<file path="config.mk">
export PLATFORM = sky130hd
export DESIGN_NAME = evq_dequeue_arb
export DESIGN_NICKNAME = d
export VERILOG_FILES = /design/src/rtl/evq_dqa_pkg.sv /design/src/rtl/evq_dqa_picker.sv /design/src/rtl/evq_dqa_req_build.sv /design/src/rtl/evq_dqa_prio_regs.sv /design/src/rtl/evq_dequeue_arb.sv
export SDC_FILE = /design/constraint.sdc
export NUM_CORES = 1
export LEC_CHECK = 0
export ABC_AREA = 1
export BUFFER_PORTS_ARGS = -buffer_cell sky130_fd_sc_hd__buf_2
export CORE_MARGIN = 1.5
export CORE_UTILIZATION = 32
export DETAILED_ROUTE_END_ITERATION = 6
export PLACE_DENSITY_LB_ADDON = 0.1
export SYNTH_ARGS = -nofsm -noshare
export SYNTH_HDL_FRONTEND = slang
export SYNTH_SLANG_ARGS = --single-unit
</file>
<file path="constraint.sdc">
create_clock -name clk -period 1 [get_ports clk]
set_clock_uncertainty 0.05 [all_clocks]
set_input_delay 0 -clock clk [delete_from_list [all_inputs] [get_ports clk]]
set_output_delay 0 -clock clk [all_outputs]
set_load 0.03 [all_outputs]
</file>
<file path="src/rtl/evq_dqa_pkg.sv">
package evq_dqa_pkg;

  // Parameter-set index for a head entry: quick-channel events sit above
  // the block of normal channel sets.
  function automatic logic [31:0] pset_index(input logic quick,
                                             input logic [31:0] chan,
                                             input int unsigned quick_base);
    pset_index = quick ? (chan + quick_base) : chan;
  endfunction

endpackage

</file>
<file path="src/rtl/evq_dqa_picker.sv">
module evq_dqa_picker #(
  parameter int unsigned N = 3
) (
  input  logic [N-1:0] req,
  output logic [N-1:0] gnt
);

  always_comb begin
    logic taken;
    taken = 1'b0;
    gnt   = '0;
    for (int i = 0; i < N; i++) begin
      if (req[i] && !taken) begin
        gnt[i] = 1'b1;
        taken  = 1'b1;
      end
    end
  end

endmodule

</file>
<file path="src/rtl/evq_dqa_req_build.sv">
module evq_dqa_req_build
  import evq_dqa_pkg::*;
#(
  parameter int unsigned CH_W       = 6,
  parameter int unsigned QUICK_BASE = 64,
  parameter int unsigned PS_W       = 7,
  localparam int unsigned EW        = CH_W + 1
) (
  input  logic [EW-1:0]   entry,
  input  logic            sel,
  output logic [CH_W-1:0] chan,
  output logic [PS_W-1:0] pset
);

  logic [31:0] chan_ext;
  logic [31:0] pset_full;

  always_comb begin
    chan_ext  = 32'(entry[CH_W-1:0]);
    pset_full = pset_index(entry[CH_W], chan_ext, QUICK_BASE);
    chan      = sel ? entry[CH_W-1:0] : '0;
    pset      = sel ? pset_full[PS_W-1:0] : '0;
  end

endmodule

</file>
<file path="src/rtl/evq_dqa_prio_regs.sv">
module evq_dqa_prio_regs #(
  parameter int unsigned NQ   = 3,
  parameter int unsigned PL_W = 3
) (
  input  logic               clk,
  input  logic               rst_n,
  input  logic               we,
  input  logic [NQ*PL_W-1:0] wdata,
  output logic [NQ*PL_W-1:0] levels
);

  logic [NQ*PL_W-1:0] reset_val;

  always_comb begin
    for (int i = 0; i < NQ; i++) begin
      reset_val[i*PL_W +: PL_W] = PL_W'(i);
    end
  end

  always_ff @(posedge clk or negedge rst_n) begin
    if (!rst_n) begin
      levels <= reset_val;
    end else if (we) begin
      levels <= wdata;
    end
  end

endmodule

</file>
<file path="src/rtl/evq_dequeue_arb.sv">
module evq_dequeue_arb #(
  parameter int unsigned NQ         = 3,
  parameter int unsigned CH_W       = 6,
  parameter int unsigned QUICK_BASE = 64,
  parameter int unsigned PL_W       = 3,
  localparam int unsigned EW        = CH_W + 1,
  localparam int unsigned PS_W      = $clog2(QUICK_BASE + (1 << CH_W))
) (
  input  logic               clk,
  input  logic               rst_n,
  input  logic [NQ-1:0]      q_valid,
  input  logic [NQ*EW-1:0]   q_head,
  output logic [NQ-1:0]      q_pop,
  input  logic [NQ-1:0]      tc_ready,
  output logic [NQ-1:0]      tc_valid,
  output logic [NQ*CH_W-1:0] tc_chan,
  output logic [NQ*PS_W-1:0] tc_pset,
  input  logic               prio_we,
  input  logic [NQ*PL_W-1:0] prio_wdata,
  output logic [NQ*PL_W-1:0] sys_prio
);

  logic [NQ-1:0] eligible;
  logic [NQ-1:0] grant;

  assign eligible = q_valid & tc_ready;

  evq_dqa_picker #(.N(NQ)) u_pick (
    .req (eligible),
    .gnt (grant)
  );

  assign q_pop    = grant;
  assign tc_valid = grant;

  for (genvar g = 0; g < NQ; g++) begin : g_lane
    evq_dqa_req_build #(
      .CH_W       (CH_W),
      .QUICK_BASE (QUICK_BASE),
      .PS_W       (PS_W)
    ) u_build (
      .entry (q_head[g*EW +: EW]),
      .sel   (grant[g]),
      .chan  (tc_chan[g*CH_W +: CH_W]),
      .pset  (tc_pset[g*PS_W +: PS_W])
    );
  end

  evq_dqa_prio_regs #(.NQ(NQ), .PL_W(PL_W)) u_prio (
    .clk    (clk),
    .rst_n  (rst_n),
    .we     (prio_we),
    .wdata  (prio_wdata),
    .levels (sys_prio)
  );

endmodule

</file>
==> results_tabular.tex, run 1 <==
\begin{tabular}{lr}
\hline
Metric & Value \\
\hline
\multicolumn{2}{l}{\textbf{Worst setup path}} \\
Reg-to-reg startpoint & u\_prio.levels[7] \\
Required time of the critical path & 0.95 ns \\
Data arrival time of the critical path & 0.92 ns \\
Number of cells on the worst reg-to-reg path & 2 \\
First element of the critical path & u\_prio.levels[3] \\
Delay of the slowest critical-path stage & 0.54 ns \\
Count of buffering cells on the critical path with inverters included & 1 \\
Crit path kind & reg -> out \\
Maximum fanout count along the critical path & 2 \\
Critical Path, Cell by Cell & buf\_6 \\
Capture point of the worst reg-to-reg path & u\_prio.levels[7] \\
Max stage delay cell, worst path & dfstp\_2 \\
Worst setup slack for register-to-register paths & 0.17 ns \\
Critical path capture point & sys\_prio[3] \\
Endpoint class of the critical path & output pin \\
Startpoint type of the worst setup path & flip-flop \\
Cell family contributing the most delay on the critical path & flip-flops \\
Stages on the worst setup path & 1 \\
\multicolumn{2}{l}{\textbf{Route}} \\
Violation count after the first detailed-routing iteration & 4 \\
DR vias/cell & 3.94 \\
Final wirelength & 1.85 mm \\
Wire length per cell after detailed routing & 8.41 um \\
Remaining antenna violation count after routing & 0 \\
Number of search-and-repair iterations in the first detailed-routing pass & 4 \\
Detailed-route DRC error count & 0 \\
Routed vias & 867 \\
\multicolumn{2}{l}{\textbf{Timing}} \\
Clock period minus final worst setup slack & 0.970 ns \\
Slack of the critical path & 0.0296 ns \\
Actual slew at the worst max-slew pin & 0.248 ns \\
Hold Vio Cnt, Final & 0 \\
Final setup vio count & 0 \\
Peak clock frequency supported by timing & 1030 MHz \\
Normalized max-slew margin & 83.5\% \\
Max-slew violations & 0 \\
Setup\_tns & 0 ns \\
Post-route clock period utilization & 97.0\% \\
Setup repair after global routing missed its margin & yes \\
\multicolumn{2}{l}{\textbf{Global routing}} \\
Maximum number of pins on one net before global-route repair & 19 \\
Total Routing Usage GR & 12.7\% \\
Leftover overflow at the end of global routing & 0 \\
Via count of the first global-routing pass & 685 \\
Antenna violations before repair & 0 \\
Global-route wire length before repair & 2.60 mm \\
\multicolumn{2}{l}{\textbf{Power and ir drop}} \\
Power density cells & 1020 nW/um\^{}2 \\
Max IR drop VDD & 0.837 mV \\
Leak & 0.000847 uW \\
\multicolumn{2}{l}{\textbf{Synth}} \\
Sequential-to-total area share from yosys stat & 29.6\% \\
Number of standard cells after synthesis & 112 \\
Area leader, netlist & buf\_4 \\
Leading post-synthesis cells by cell area & buf\_4, dfrtp\_1, inv\_1 \\
Yosys top cell area share & 23.5\% \\
Count of cell types in the netlist & 12 \\
Post-synthesis instance area & 768 um\^{}2 \\
Synth warn & 0 \\
Flops \& latches, synth & 9 \\
Synthesized net count & 151 \\
Synthesized area per cell & 6.86 um\^{}2 \\
\multicolumn{2}{l}{\textbf{Clock network}} \\
Maximum buffer depth of the clock tree & 2 \\
Worst-path clk slew & 0.06 ns \\
Cts bufs inserted & 3 \\
H-tree levels & 1 \\
Clock root buffer master & clkbuf\_4 \\
CTS tree & done \\
CTS sink count & 9 \\
Latest clock arrival within the worst-skew pair & 0.25 ns \\
\multicolumn{2}{l}{\textbf{Status}} \\
Status & completed \\
\multicolumn{2}{l}{\textbf{Placed design}} \\
Post-place setup slack & 0.170 ns \\
Routability cong. & 0.578 \\
\# port buffers & 92 \\
HPWL reported at the end of detailed placement & 1.50 mm \\
\multicolumn{2}{l}{\textbf{Floorplanning}} \\
Die W & 52.0 um \\
DIE AREA & 2700 um\^{}2 \\
Initial Utilization & 34.4\% \\
Die boundary height & 52.0 um \\
I/O pin cnt & 93 \\
Standard cell core area & 2230 um\^{}2 \\
Row cnt & 17 \\
\multicolumn{2}{l}{\textbf{Min path}} \\
Hold Path Cell Cnt & 3 \\
Class of the worst hold path & in -> reg \\
Hold Startpoint & prio\_we \\
\multicolumn{2}{l}{\textbf{Layout}} \\
Share of post-route cells with drive strength above 1 & 52.1\% \\
Largest register FFs & 9 \\
N\_diodes & 0 \\
Final core occ & 53.7\% \\
Synth-to-layout area growth & 56.2\% \\
Largest registers & u\_prio.levels: 9 flops \\
Post-layout net count & 232 \\
Top reg by flops & u\_prio.levels \\
\multicolumn{2}{l}{\textbf{Job}} \\
Max-cap violations & 0 \\
\hline
\end{tabular}
-- metal layers --
metal	global-route usage, %	wire, um
met1	12.6	633
met3	2.01	185
met2	26.2	1030
met5	0	0
met4	3.95	0
-- metrics by stage --
step                      instance area [um^2]  std cells  hold WS [ns]  total power (uW)
after floorplan                            768        112        -0.346               797
after global placement                    1060        206        -0.191               922
after detailed placement                  1060        206        -0.188               929
after CTS                                 1200        220        0.0343              1240
after global routing                      1200        220        0.0642              1310
final                                     1200        220        0.0366              1220
-- cell usage after synthesis (all sizes together) --
| cell type | n |
|---|---|
| nor3 | 7 |
| o21ai | 9 |
| dfstp | 2 |
| buf | 26 |
| inv | 32 |
| nand2 | 13 |
| nand3 | 1 |
| dfrtp | 7 |
| nor2 | 15 |
-- layout by cell type, fill, tap and decap left out, drive strengths merged --
cell	count
nand2	13
dfstp	2
inv	32
dfrtp	7
nand3	1
o21ai	9
buf	92
clkbuf	4
nor3	7
nor2	15
dlygate4sd3	10
-- cells by family (layout without fill, tap and decap cells) --
kind of cell           count (synthesis)  in the layout  synth area share (%)
buffers and inverters                 58            138                  42.0
AND/OR/NAND/NOR                       36             36                  22.5
AO/OA/AOI/OAI                          9              9                  5.86
flip-flops                             9              9                  29.6
-- area by class of cell --
class	instances	area [um^2]
clock buffers	4	26.3
fillers	223	1030
inverters	32	120
multi-input cells	45	218
flip-flops and latches	9	228
well taps	28	35.0
repair buffers	102	573
-- worst min path at each step --
stage | endpoint | slack [ns]
global placement | u_prio.levels[4] | -0.19
detailed placement | u_prio.levels[4] | -0.19
global route | u_prio.levels[3] | 0.06
CTS | u_prio.levels[3] | 0.03
finish | u_prio.levels[3] | 0.04
floorplan | u_prio.levels[0] | -0.35
-- report_power, final --
group	total [uW]	switching [uW]	internal, uW	leakage, uW
clock	265	112	153	0.0000150
sequential	421	18.0	403	0.000106
combinational	537	348	190	0.000726
total	1220	478	745	0.000847
-- repair_timing --
action | CTS | global route
hold buffers | 10 | 0
hold endpoints to repair | 18 | 0
pin swaps | 0 | 0
cloned | 0 | 0
buffers inserted | 0 | 0
endpoints found under the setup margin | 2 | 2
gates resized for setup | 3 | 1
No activity file was read; power rests on OpenSTA's default activity.
==> run 2: changes to the inputs <==
--- a/config.mk
+++ b/config.mk
@@ -11,6 +11,7 @@
 export CORE_UTILIZATION = 32
 export DETAILED_ROUTE_END_ITERATION = 6
 export PLACE_DENSITY_LB_ADDON = 0.1
+export SETUP_SLACK_MARGIN = 0.3
 export SYNTH_ARGS = -nofsm -noshare
 export SYNTH_HDL_FRONTEND = slang
 export SYNTH_SLANG_ARGS = --single-unit
==> run 2 against run 1 <==
Net effect:
- total power is 21% higher
- hold slack better by 0.057 ns
- clock-buffer cell count stayed put
- clock power is 4% higher
- non-clock buffer count is 2 higher
- utilization is 22 points higher
- register-to-register slack worse by 0.05 ns
- sequential cell count stayed put
==> results_tabular.tex, run 2 (synthesis results as in run 1) <==
\begin{tabular}{lr}
\hline
Metric & Value \\
\hline
\multicolumn{2}{l}{\textbf{Power and ir drop}} \\
Max IR drop VDD & 1.05 mV \\
Power density cells & 878 nW/um\^{}2 \\
Net switching share of the total power & 40.2\% \\
Internal Power & 888 uW \\
Combinational share of power & 52.0\% \\
Net switching power & 597 uW \\
Clock share of power & 18.5\% \\
Power Total & 1490 uW \\
Leak & 0.000934 uW \\
Flop pwr share & 29.5\% \\
\multicolumn{2}{l}{\textbf{Timing}} \\
Clock period minus final worst setup slack & 0.984 ns \\
Peak clock frequency supported by timing & 1020 MHz \\
Actual slew at the worst max-slew pin & 0.374 ns \\
Slack of the critical path & 0.0163 ns \\
Setup repair after global routing missed its margin & yes \\
Post-route clock period utilization & 98.4\% \\
Final setup vio count & 0 \\
Normalized max-slew margin & 75.0\% \\
Hold Vio Cnt, Final & 0 \\
Max-slew violations & 0 \\
\multicolumn{2}{l}{\textbf{Layout}} \\
Synth-to-layout area growth & 120\% \\
Largest register FFs & 9 \\
Most frequent standard cell in the layout excluding fill and tap cells & buf\_2 \\
Share of post-route cells with drive strength above 1 & 76.3\% \\
Largest registers & u\_prio.levels: 9 flops \\
Top reg by flops & u\_prio.levels \\
Area used by sequential logic in the layout & 236 um\^{}2 \\
Non-filler instance count after layout & 222 \\
Commonest cells after routing, fill and taps aside & buf\_2, buf\_6, buf\_4 \\
Filler cell count & 169 \\
Footprint of the multi-input gates & 422 um\^{}2 \\
N\_diodes & 0 \\
Post-layout net count & 234 \\
Final core occ & 75.7\% \\
\multicolumn{2}{l}{\textbf{Status}} \\
Status & completed \\
\multicolumn{2}{l}{\textbf{Min path}} \\
Class of the worst hold path & in -> reg \\
\multicolumn{2}{l}{\textbf{Global routing}} \\
Leftover overflow at the end of global routing & 0 \\
Total Routing Usage GR & 16.8\% \\
Global-route wire length before repair & 3.39 mm \\
Antenna violations before repair & 0 \\
Via count of the first global-routing pass & 819 \\
Maximum number of pins on one net before global-route repair & 19 \\
\multicolumn{2}{l}{\textbf{Clock network}} \\
Latest clock arrival within the worst-skew pair & 0.25 ns \\
H-tree levels & 1 \\
CTS tree & done \\
Maximum buffer depth of the clock tree & 2 \\
Clock root buffer master & clkbuf\_4 \\
Worst-path clk slew & 0.06 ns \\
CTS sink count & 9 \\
Cts bufs inserted & 3 \\
\multicolumn{2}{l}{\textbf{Route}} \\
Wire length per cell after detailed routing & 12.0 um \\
Detailed-route DRC error count & 0 \\
Routed vias & 925 \\
DR vias/cell & 4.17 \\
Final wirelength & 2.67 mm \\
Remaining antenna violation count after routing & 0 \\
Number of search-and-repair iterations in the first detailed-routing pass & 2 \\
Violation count after the first detailed-routing iteration & 4 \\
\multicolumn{2}{l}{\textbf{Worst setup path}} \\
Count of buffering cells on the critical path with inverters included & 1 \\
Maximum fanout count along the critical path & 2 \\
Critical Path, Cell by Cell & buf\_6 \\
Max stage delay cell, worst path & dfstp\_2 \\
Startpoint type of the worst setup path & flip-flop \\
Cell family contributing the most delay on the critical path & flip-flops \\
Data arrival time of the critical path & 0.93 ns \\
Crit path kind & reg -> out \\
Delay of the slowest critical-path stage & 0.54 ns \\
Endpoint class of the critical path & output pin \\
Required time of the critical path & 0.95 ns \\
\multicolumn{2}{l}{\textbf{Placed design}} \\
Routability cong. & 0.667 \\
Post-place setup slack & 0.164 ns \\
HPWL reported at the end of detailed placement & 1.51 mm \\
Post-placement cell count & 206 \\
\# port buffers & 92 \\
\multicolumn{2}{l}{\textbf{Floorplanning}} \\
Die boundary height & 52.0 um \\
I/O pin cnt & 93 \\
Initial Utilization & 34.4\% \\
DIE AREA & 2700 um\^{}2 \\
Standard cell core area & 2230 um\^{}2 \\
Die W & 52.0 um \\
Row cnt & 17 \\
\multicolumn{2}{l}{\textbf{Job}} \\
Max-cap violations & 0 \\
\hline
\end{tabular}
==> run 2: cell types whose count changed in the layout (fill, tap and decap cells not counted), moves of 6 or more <==
| cell | before | now |
|---|---|---|
| buf_2 | 90 | 35 |
| buf_6 | 2 | 33 |
| buf_4 | 0 | 25 |
| nor2_1 | 15 | 2 |
| inv_1 | 32 | 23 |
| inv_2 | 0 | 9 |
| o21ai_0 | 8 | 0 |
| dfrtp_1 | 7 | 0 |
| dfrtp_2 | 0 | 7 |
| nor2_2 | 0 | 7 |
| nor3_1 | 7 | 0 |
| nor2_4 | 0 | 6 |
| nor3_4 | 0 | 6 |
| o21ai_2 | 0 | 6 |
==> run 2: per-stage QoR <==
| step | TNS, ns | cell area [um^2] | hold slack, ns |
|---|---|---|---|
| after floorplan | 0 | 938 | -0.346 |
| after global placement | 0 | 1210 | -0.190 |
| after detailed placement | 0 | 1210 | -0.195 |
| after CTS | 0 | 1540 | 0.0268 |
| after global routing | -0.00993 | 1690 | 0.106 |
| final | 0 | 1690 | 0.0934 |
==> run 2: timing repair <==
action | 4_1_cts | 5_1_grt
endpoints found under the hold margin | 18 | 0
hold buffers | 10 | 0
pin swaps | 6 | 4
setup buffers | 1 | 1
endpoints found under the setup margin | 41 | 58
gates resized for setup | 66 | 67
==> run 2: final timing paths <==
kind / start / end / slack (ns) / cells after the start
min reg2reg: u_prio.levels[3] / u_prio.levels[3] / 0.43 / 2
min in group asynchronous: rst_n / u_prio.levels[1] / 0.10 / 2
min: prio_we / u_prio.levels[7] / 0.09 / 3
max: u_prio.levels[7] / sys_prio[7] / 0.02 / 1
max reg2reg: u_prio.levels[7] / u_prio.levels[7] / 0.12 / 3
max in group asynchronous: rst_n / u_prio.levels[3] / 0.55 / 2
==> run 2: power groups by stage <==
stage / Sequential (uW) / Combinational, uW / Clock, uW
after floorplan: 498 / 371 / 0
after global placement: 428 / 567 / 0
after detailed placement: 430 / 573 / 0
after CTS: 432 / 695 / 283
after global routing: 442 / 818 / 304
final: 438 / 772 / 275
==> run 2: area by class of cell <==
class | count | area share, %
clock buffer | 4 | 1.55
timing repair buffer | 104 | 50.4
tap | 28 | 2.07
inverter | 32 | 7.10
multi-input combinational | 45 | 24.9
sequential | 9 | 14.0
==> run 2: layer usage <==
metal / routed length (um) / track usage (%) / part of all wire, %
met1: 756 / 16.1 / 28
met2: 1690 / 35.0 / 63
met3: 222 / 4.31 / 8.3
met4: 0 / 2.63 / 0
met5: 0 / 0 / 0
==> run 3: changes to the inputs <==
--- a/config.mk
+++ b/config.mk
@@ -11,6 +11,7 @@
 export CORE_UTILIZATION = 32
 export DETAILED_ROUTE_END_ITERATION = 6
 export PLACE_DENSITY_LB_ADDON = 0.1
+export RECOVER_POWER = 50
 export SETUP_SLACK_MARGIN = 0.3
 export SYNTH_ARGS = -nofsm -noshare
 export SYNTH_HDL_FRONTEND = slang
==> constraint.sdc (replaced) <==
create_clock -name clk -period 1 [get_ports clk]
set_clock_uncertainty 0.05 [all_clocks]
set_input_delay 0.05 -clock clk [delete_from_list [all_inputs] [get_ports clk]]
set_output_delay 0.05 -clock clk [all_outputs]
set_load 0.03 [all_outputs]
==> run 3 against run 2 <==
Net effect:
- the run now ends with hold timing, setup timing left
- critical path depth unchanged
- utilization increased by 0.84 points
- global-route usage rose by 0.88 points
- highest routed layer unchanged
- via count increased by 1.1%
- clock-buffer cell count unchanged
- maximum frequency decreased by 3.9%
- design area increased by 1.1%
- critical path type unchanged
- worst setup slack lost 0.040 ns
==> results_tabular.tex, run 3 (synthesis results as in run 1) <==
\begin{tabular}{lr}
\hline
Metric & Value \\
\hline
\multicolumn{2}{l}{\textbf{Placed design}} \\
Placed standard-cell area & 1250 um\^{}2 \\
HPWL reported at the end of detailed placement & 1.61 mm \\
Routability cong. & 0.604 \\
\# port buffers & 92 \\
Post-place setup slack & 0.0641 ns \\
\multicolumn{2}{l}{\textbf{Timing}} \\
Slack of the critical path & -0.0236 ns \\
Setup\_tns & -0.0377 ns \\
Hold slack final & -0.0444 ns \\
Normalized max-slew margin & 68.5\% \\
Final setup vio count & 2 \\
Actual slew at the worst max-slew pin & 0.473 ns \\
Hold Vio Cnt, Final & 7 \\
Setup repair after global routing missed its margin & yes \\
Peak clock frequency supported by timing & 977 MHz \\
Post-route clock period utilization & 102\% \\
Clock period minus final worst setup slack & 1.02 ns \\
Max-slew violations & 0 \\
\multicolumn{2}{l}{\textbf{Global routing}} \\
Maximum number of pins on one net before global-route repair & 19 \\
Via count of the first global-routing pass & 856 \\
Leftover overflow at the end of global routing & 0 \\
Antenna violations before repair & 0 \\
Global-route wire length before repair & 3.64 mm \\
Total Routing Usage GR & 17.7\% \\
\multicolumn{2}{l}{\textbf{Clock network}} \\
Worst-path clk slew & 0.06 ns \\
H-tree levels & 1 \\
Number of buffers inserted by hold repair at cts & 3 \\
Clock root buffer master & clkbuf\_4 \\
Latest clock arrival within the worst-skew pair & 0.25 ns \\
Cts bufs inserted & 3 \\
CTS sink count & 9 \\
Maximum buffer depth of the clock tree & 2 \\
CTS tree & done \\
\multicolumn{2}{l}{\textbf{Layout}} \\
Most frequent standard cell in the layout excluding fill and tap cells & buf\_6 \\
Share of post-route cells with drive strength above 1 & 75.3\% \\
Filler cell count & 153 \\
Largest registers & u\_prio.levels: 9 flops \\
N\_diodes & 0 \\
Largest register FFs & 9 \\
Top reg by flops & u\_prio.levels \\
Post-layout instance area & 1710 um\^{}2 \\
Final core occ & 76.6\% \\
Commonest cells after routing, fill and taps aside & buf\_6, buf\_2, inv\_1 \\
Synth-to-layout area growth & 123\% \\
Post-layout net count & 230 \\
\multicolumn{2}{l}{\textbf{Power and ir drop}} \\
Clock share of power & 17.8\% \\
Flop pwr share & 29.2\% \\
Power Total & 1490 uW \\
Leak & 0.000907 uW \\
Net switching power & 594 uW \\
Max IR drop VDD & 0.980 mV \\
Net switching share of the total power & 39.9\% \\
Combinational share of power & 53.0\% \\
Power density cells & 870 nW/um\^{}2 \\
Internal Power & 894 uW \\
\multicolumn{2}{l}{\textbf{Floorplanning}} \\
Initial Utilization & 34.4\% \\
I/O pin cnt & 93 \\
Row cnt & 17 \\
Die W & 52.0 um \\
DIE AREA & 2700 um\^{}2 \\
Standard cell core area & 2230 um\^{}2 \\
Die boundary height & 52.0 um \\
\multicolumn{2}{l}{\textbf{Worst setup path}} \\
Maximum fanout count along the critical path & 2 \\
Crit path kind & reg -> out \\
Count of buffering cells on the critical path with inverters included & 1 \\
Endpoint class of the critical path & output pin \\
Cell family contributing the most delay on the critical path & flip-flops \\
Required time of the critical path & 0.90 ns \\
Data arrival time of the critical path & 0.92 ns \\
Reg-to-reg startpoint & u\_prio.levels[7] \\
First element of the critical path & u\_prio.levels[3] \\
Delay of the slowest critical-path stage & 0.55 ns \\
Max stage delay cell, worst path & dfstp\_2 \\
Critical Path, Cell by Cell & buf\_6 \\
Startpoint type of the worst setup path & flip-flop \\
\multicolumn{2}{l}{\textbf{Min path}} \\
Class of the worst hold path & in -> reg \\
Hold Startpoint & prio\_wdata[2] \\
\multicolumn{2}{l}{\textbf{Route}} \\
Wire length per cell after detailed routing & 12.7 um \\
Detailed-route DRC error count & 0 \\
Final wirelength & 2.78 mm \\
Violation count after the first detailed-routing iteration & 4 \\
DR vias/cell & 4.29 \\
Remaining antenna violation count after routing & 0 \\
Routed vias & 935 \\
Number of search-and-repair iterations in the first detailed-routing pass & 2 \\
\multicolumn{2}{l}{\textbf{Job}} \\
Max-cap violations & 0 \\
\multicolumn{2}{l}{\textbf{Status}} \\
Status & finished, violations left \\
Violated checks & hold timing, setup timing \\
\hline
\end{tabular}
run 3: changes by cell type in the layout (fill, tap and decap cells not counted), moves of 6 or more:
cell,before,now
buf_4,25,4
buf_6,33,47
clkbuf_2,0,8
dlygate4sd3_1,9,3
nor2_2,7,0
nor2_4,6,14
run 3: power groups by stage:
stage	combinational, uW	clock (uW)	sequential [uW]
2_1_floorplan	392	0	498
4_1_cts	790	279	435
6_report	790	265	434
3_3_place_gp	581	0	429
5_1_grt	832	310	437
3_5_place_dp	590	0	430
run 3: repair_timing:
item	in CTS	in global routing
pin swaps	16	4
endpoints found under the hold margin	18	7
buffers inserted	1	3
setup endpoints to repair	56	63
cloned	0	0
resized for setup	139	20
run 3: path summary, 6_finish.rpt:
| check | cells past startpoint | slack [ns] | endpoint |
|---|---|---|---|
| min | 3 | -0.04 | u_prio.levels[2] |
| min reg2reg | 2 | 0.43 | u_prio.levels[3] |
| min in group asynchronous | 2 | 0.22 | u_prio.levels[2] |
| max in group asynchronous | 2 | 0.33 | u_prio.levels[8] |
| max reg2reg | 3 | 0.12 | u_prio.levels[7] |
| max | 1 | -0.02 | sys_prio[3] |
run 3: layer usage:
metal  vias to the layer above  track usage [%]  wire length [um]
li1                        454                -                 -
met1                       426             20.1               958
met2                        55             33.1              1590
met3                         0             5.46               230
met4                         0             1.32                 0
met5                         -                0                 0
run 3: area by class of cell:
cell class                 count  area [um^2]  area share, %
clock buffer                   4         26.3           1.54
timing repair buffer         100          861           50.3
tap                           28         35.0           2.05
inverter                      32          120           7.02
sequential                     9          236           13.8
multi-input combinational     45          432           25.2
run 3: stage by stage:
step / hold slack, ns / cells
3_5_place_dp: -0.139 / 207
4_1_cts: -0.0430 / 215
2_1_floorplan: -0.296 / 112
5_1_grt: -0.0494 / 218
3_3_place_gp: -0.142 / 207
6_report: -0.0444 / 218
run 3: worst register-to-register path, cell delays in order (launching register included):
cell	delay [ns]
dfstp_2	0.54
buf_4	0.11
inv_2	0.03
o21ai_2	0.09
